===== config.mk =====
export PLATFORM = sky130hd
export DESIGN_NAME = gpio_irq_agg
export DESIGN_NICKNAME = d
export VERILOG_FILES = /design/src/rtl/gpio_irq_pkg.sv /design/src/rtl/gpio_irq_sync.sv /design/src/rtl/gpio_irq_chan.sv /design/src/rtl/gpio_irq_summary.sv /design/src/rtl/gpio_irq_agg.sv
export SDC_FILE = /design/constraint.sdc
export NUM_CORES = 1
export LEC_CHECK = 0
export BUFFER_PORTS_ARGS = -buffer_cell sky130_fd_sc_hd__buf_2
export CORE_MARGIN = 3
export CORE_UTILIZATION = 45
export CTS_BUF_LIST = sky130_fd_sc_hd__clkbuf_8
export CTS_CLUSTER_DIAMETER = 50
export DETAILED_ROUTE_END_ITERATION = 6
export PLACE_DENSITY_LB_ADDON = 0.08
export SLEW_MARGIN = 25
export SYNTH_ARGS = -nofsm -noshare
export SYNTH_HDL_FRONTEND = slang
export SYNTH_SLANG_ARGS = --single-unit

===== constraint.sdc =====
create_clock -name clk -period 1.85 [get_ports clk]
set_input_delay 0.37 -clock clk [delete_from_list [all_inputs] [get_ports clk]]
set_output_delay 0.37 -clock clk [all_outputs]
set_load 0.03 [all_outputs]

===== src/rtl/gpio_irq_pkg.sv =====
package gpio_irq_pkg;

   typedef enum logic [1:0] {
      TRIG_HIGH = 2'b00,
      TRIG_LOW  = 2'b01,
      TRIG_RISE = 2'b10,
      TRIG_FALL = 2'b11
   } trig_e;

   // Packed so that latch_en is bit 0, fwd_en bit 1, trig bits 3:2
   typedef struct packed {
      trig_e trig;
      logic  fwd_en;
      logic  latch_en;
   } pin_cfg_t;

   localparam int CFG_W = $bits(pin_cfg_t);

endpackage


===== src/rtl/gpio_irq_sync.sv =====
module gpio_irq_sync #(
   parameter int WIDTH  = 8,
   parameter int STAGES = 2
) (
   input  logic             clk,
   input  logic             rst_n,
   input  logic [WIDTH-1:0] async_in,
   output logic [WIDTH-1:0] sync_out
);

   logic [WIDTH-1:0] stage_q [STAGES];

   always_ff @(posedge clk or negedge rst_n) begin
      if (!rst_n) begin
         for (int s = 0; s < STAGES; s++) stage_q[s] <= '0;
      end else begin
         stage_q[0] <= async_in;
         for (int s = 1; s < STAGES; s++) stage_q[s] <= stage_q[s-1];
      end
   end

   assign sync_out = stage_q[STAGES-1];

endmodule


===== src/rtl/gpio_irq_chan.sv =====
module gpio_irq_chan
   import gpio_irq_pkg::*;
(
   input  logic     clk,
   input  logic     rst_n,
   input  logic     sync_in,
   input  logic     cfg_we,
   input  pin_cfg_t cfg_wdata,
   input  logic     ack,
   output pin_cfg_t cfg_q,
   output logic     status_q
);

   logic prev_q;
   logic hit;
   logic evt;

   // The previous sample follows the synchronized input on every cycle, so
   // an enable or trigger change always compares two genuine samples.
   always_comb begin
      unique case (cfg_q.trig)
         TRIG_HIGH: hit = sync_in;
         TRIG_LOW:  hit = ~sync_in;
         TRIG_RISE: hit = sync_in & ~prev_q;
         TRIG_FALL: hit = ~sync_in & prev_q;
         default:   hit = 1'b0;
      endcase
   end

   assign evt = cfg_q.latch_en & hit;

   always_ff @(posedge clk or negedge rst_n) begin
      if (!rst_n) begin
         prev_q   <= 1'b0;
         cfg_q    <= '0;
         status_q <= 1'b0;
      end else begin
         prev_q   <= sync_in;
         status_q <= (status_q & ~ack) | evt;
         if (cfg_we) cfg_q <= cfg_wdata;
      end
   end

endmodule


===== src/rtl/gpio_irq_summary.sv =====
module gpio_irq_summary #(
   parameter int N = 8
) (
   input  logic         clk,
   input  logic         rst_n,
   input  logic [N-1:0] status,
   input  logic [N-1:0] enable,
   output logic         irq
);

   always_ff @(posedge clk or negedge rst_n) begin
      if (!rst_n) irq <= 1'b0;
      else        irq <= |(status & enable);
   end

endmodule


===== src/rtl/gpio_irq_agg.sv =====
module gpio_irq_agg
   import gpio_irq_pkg::*;
#(
   parameter  int NUM_PINS    = 8,
   parameter  int DATA_W      = 32,
   parameter  int SYNC_STAGES = 2,
   localparam int IDX_W       = (NUM_PINS > 1) ? $clog2(NUM_PINS) : 1,
   localparam int ADDR_W      = IDX_W + 1
) (
   input  logic                clk,
   input  logic                rst_n,
   input  logic [NUM_PINS-1:0] pin_in,
   input  logic                reg_wr,
   input  logic [ADDR_W-1:0]   reg_addr,
   input  logic [DATA_W-1:0]   reg_wdata,
   output logic [DATA_W-1:0]   reg_rdata,
   output logic                irq_out
);

   if (NUM_PINS < 1) begin : g_bad_pins
      $error("gpio_irq_agg: NUM_PINS must be at least 1");
   end
   if (SYNC_STAGES < 2) begin : g_bad_sync
      $error("gpio_irq_agg: SYNC_STAGES must be at least 2");
   end
   if (DATA_W < CFG_W) begin : g_bad_data
      $error("gpio_irq_agg: DATA_W must hold a configuration word");
   end

   logic [NUM_PINS-1:0] sync_vec;
   logic [NUM_PINS-1:0] st_vec;
   logic [NUM_PINS-1:0] le_vec;
   logic [NUM_PINS-1:0] fwd_vec;
   logic [NUM_PINS-1:0] clr_vec;
   logic [NUM_PINS-1:0] cfg_we_vec;
   pin_cfg_t            cfg_arr [NUM_PINS];
   pin_cfg_t            cfg_wdata;

   logic [IDX_W-1:0]    sel_idx;
   logic                sel_status;
   logic                idx_ok;
   logic [DATA_W-1:0]   rd_next;

   assign sel_idx    = reg_addr[ADDR_W-1:1];
   assign sel_status = reg_addr[0];
   assign idx_ok     = ({1'b0, sel_idx} < (IDX_W+1)'(NUM_PINS));
   assign cfg_wdata  = pin_cfg_t'(reg_wdata[CFG_W-1:0]);

   gpio_irq_sync #(
      .WIDTH  (NUM_PINS),
      .STAGES (SYNC_STAGES)
   ) u_sync (
      .clk      (clk),
      .rst_n    (rst_n),
      .async_in (pin_in),
      .sync_out (sync_vec)
   );

   for (genvar p = 0; p < NUM_PINS; p++) begin : g_pin
      assign cfg_we_vec[p] = reg_wr & ~sel_status & idx_ok &
                             (sel_idx == IDX_W'(p));
      assign clr_vec[p]    = reg_wr & sel_status & idx_ok &
                             (sel_idx == IDX_W'(p)) & reg_wdata[0];

      gpio_irq_chan u_chan (
         .clk       (clk),
         .rst_n     (rst_n),
         .sync_in   (sync_vec[p]),
         .cfg_we    (cfg_we_vec[p]),
         .cfg_wdata (cfg_wdata),
         .ack       (clr_vec[p]),
         .cfg_q     (cfg_arr[p]),
         .status_q  (st_vec[p])
      );

      assign le_vec[p]  = cfg_arr[p].latch_en;
      assign fwd_vec[p] = cfg_arr[p].fwd_en;
   end

   gpio_irq_summary #(
      .N (NUM_PINS)
   ) u_summary (
      .clk    (clk),
      .rst_n  (rst_n),
      .status (st_vec),
      .enable (fwd_vec),
      .irq    (irq_out)
   );

   always_comb begin
      rd_next = '0;
      for (int p = 0; p < NUM_PINS; p++) begin
         if (idx_ok && sel_idx == IDX_W'(p)) begin
            if (sel_status) rd_next[0]         = st_vec[p];
            else            rd_next[CFG_W-1:0] = cfg_arr[p];
         end
      end
   end

   always_ff @(posedge clk or negedge rst_n) begin
      if (!rst_n) reg_rdata <= '0;
      else        reg_rdata <= rd_next;
   end

endmodule


==> flow_metrics.tcl <==
set metrics [dict create \
    fin_setup_tns_ps 0 \
    rsz0062_at_grt "no" \
    syn2layout_area_growth_pct 11.71 \
    grt_max_degree 70 \
    final_cell_area_mm2 0.003556 \
    ir_drop_v 0.0004915 \
    port_buffers 23 \
    syn_area_mm2 0.003183 \
    yosysSeqAreaShare 0.5425 \
    vias_per_cell 4.856 \
    grt_pass1_vias 1713 \
    fin_crit_ps 1386 \
    seq_area_mm2 0.001727 \
    p_switching_w 0.001148 \
    post_dp_cell_area_mm2 0.003333 \
    die_y_um 90.11 \
    finalPower_w 0.004025 \
    r2r_cells 3 \
    dr_wl_met3_um 225 \
    synth_area_leaders "dfrtp_1, mux2_2, buf_4, mux4_2, nor2b_1" \
    routedWlPerCell_um 15.23 \
    num_io_pins 80 \
    postRouteWirelength_um 5816 \
    pwr-share-seq 0.482 \
    coreArea_mm2 0.006832 \
    ant_nets 0 \
    cp_data_required_time_ps 2060 \
    rows 30 \
    dr.max_layer_used "met4" \
    place_ws_ps 128.6 \
    die_x_um 90.11 \
    htree_levels 3 \
    rr_startpoint "g_pin[5].u_chan.status_q$_DFF_PN0_" \
    cts.sinks 69 \
    ys_warn_count 0 \
    synth-seq-cells 69 \
    netlist-cell-type-count 31 \
    max_freq_ghz 0.7216 \
    drtPass1Iterations 4 \
    fillCellCount 622 \
    comb_power_share 0.178 \
    clk_latency_ps 340 \
    drt_iter0_markers 99 \
    syn_area_per_cell_um2 12.89 \
    gr-total-overflow 0 \
    r2r_setup_slack_ps 460 \
    setup_slack_ps 464.2 \
    cts_setup_buffers 0 \
    root_buffer "clkbuf_8" \
    skew_ps 4.673 \
    dr_wl_met2_um 2466 \
    yosys.area.top_type "dfrtp_1" \
    cts_buffers 9 \
    reg2reg_to "reg_rdata[0]$_DFF_PN0_" \
    hold_slack_ps 32.81 \
    crit_type "register to register" \
    design.die.area_mm2 0.008119 \
    track_usage 0.1560 \
    fin_crit_sh 0.7491 \
    drv_cap 0 \
    layout.nets 328 \
    end_kind "register" \
    clockPowerShare 0.340 \
    p_int_w 0.002878 \
    hold_viol_final 0 \
    diodes 0 \
    hpwl_um 4130 \
    path_clk_slew_ps 80 \
    worstPathMaxFanout 3 \
    grt_antenna_before_repair 0 \
    status "complete, no violations" \
    startpoint_type "register" \
    drive_gt1_frac 0.3182 \
    grt_pass1_wl_um 9542 \
    multi_input_area_mm2 0.001269 \
    setup_viol_count_final 0 \
    hp-class "input pin to async pin" \
    slew_violations 0 \
    p_per_area_mw_per_mm2 1132 \
    cts_hold_buf 0 \
    vias 1855 \
    start_util 0.4659 \
    p_sw_frac 0.2851 \
    cts_buffer_depth 2 \
    post_cts_resized 0 \
    synth_top_area_share 0.5425 \
    critPathArrivalTime_ps 1590 \
    power_leakage_nw 1.598 \
    gp_congestion 0.7579 \
    drc 0 \
    m1WireLength_um 2999 \
    synth_cells 247 \
    cts_tree "done" \
]
sequential cells by signal (all words and copies together) (netlist names):
name / cells
g_pin.u_chan.status_q: 8
g_pin.u_chan.cfg_q: 32
u_summary.irq: 1
reg_rdata: 4
g_pin.u_chan.prev_q: 8
u_sync.sync_out: 8
u_sync.stage_q: 8
area by class of cell:
class,instances,share of cell area
Multi-Input combinational cell,162,0.3568
Clock inverter,7,0.02780
Sequential cell,69,0.4856
Inverter,8,0.008445
Timing Repair Buffer,31,0.05278
Clock buffer,9,0.03483
Tap cell,96,0.03378
worst max-delay path by stage:
stage / start / to / depth (start not counted)
4_1_cts: g_pin[5].u_chan.status_q$_DFF_PN0_ / reg_rdata[0]$_DFF_PN0_ / 3
3_5_place_dp: reg_addr[0] / g_pin[4].u_chan.cfg_q[2]$_DFFE_PN0P_ / 4
6_report: g_pin[5].u_chan.status_q$_DFF_PN0_ / reg_rdata[0]$_DFF_PN0_ / 3
2_1_floorplan: reg_addr[1] / g_pin[4].u_chan.cfg_q[0]$_DFFE_PN0P_ / 4
3_3_place_gp: reg_addr[0] / g_pin[6].u_chan.cfg_q[0]$_DFFE_PN0P_ / 4
5_1_grt: g_pin[5].u_chan.status_q$_DFF_PN0_ / reg_rdata[0]$_DFF_PN0_ / 3
Yosys cell counts:
cell type,n
nor3b_2,1
mux4_2,5
a22oi_1,12
mux2i_1,3
or2_2,1
mux2_2,32
nand2_1,9
nand3b_1,1
conb_1,1
clkbuf_1,1
mux2_4,4
o22ai_1,1
nand4b_1,1
nand4_1,2
a21oi_1,3
dfrtp_1,69
buf_4,29
o21ai_0,14
nand2b_1,12
inv_1,8
and2b_1,1
mux4_1,3
or3_4,1
o31ai_1,2
nor2b_1,16
nor2_1,7
a222oi_1,1
buf_6,2
a21boi_0,1
and2_1,1
buf_2,3
through the flow:
| stage | utilization | instances |
|---|---|---|
| floorplan | - | 274 |
| global placement | 0.4879 | 366 |
| detailed placement | 0.4879 | 366 |
| CTS | 0.5205 | 382 |
| global route | 0.5205 | 382 |
| finish | 0.5205 | 382 |
cells in the final DEF, fill, tap and decap left out, drive strengths merged, types with 2 or more instances in the layout:
cell and count:
a22oi 12, o31ai 2, clkinv 3, dfrtp 69, mux4 8, nor2 7
mux2i 3, nor2b 16, bufinv 2, buf 31, conb 28, nand4 2
nand2 9, inv 9, a21oi 3, nand2b 12, o21ai 14, mux2 36
clkbuf 9
kinds of logic (layout without fill, tap and decap cells):
family / after synthesis / count (layout) / synth area share
compound gates: 34 / 34 / 0.06722
buf+inv: 43 / 55 / 0.09080
flops: 69 / 69 / 0.5425
mux: 47 / 47 / 0.2017
other cells: 1 / 28 / 0.001178
simple gates: 53 / 53 / 0.09670
worst max-delay path, stage by stage (launching register included):
cell and delay [ps]:
dfrtp_1 400, mux2_2 270, a222oi_1 460, a21oi_1 120
power by group through the flow:
stage | registers [W] | clock network, W | logic, W
after floorplan | 0.00194 | 0 | 0.000573
after global placement | 0.00196 | 0 | 0.000715
after detailed placement | 0.00197 | 0 | 0.000724
after CTS | 0.00194 | 0.00140 | 0.000727
after global routing | 0.00198 | 0.00148 | 0.000795
final | 0.00194 | 0.00137 | 0.000718
routing by layer:
| metal | up-vias | track usage |
|---|---|---|
| met5 | - | 0 |
| met4 | 0 | 0.08418 |
| met3 | 11 | 0.03682 |
| met2 | 43 | 0.2085 |
| met1 | 921 | 0.2327 |
| li1 | 880 | - |
Power figures use the tool's default switching activity.
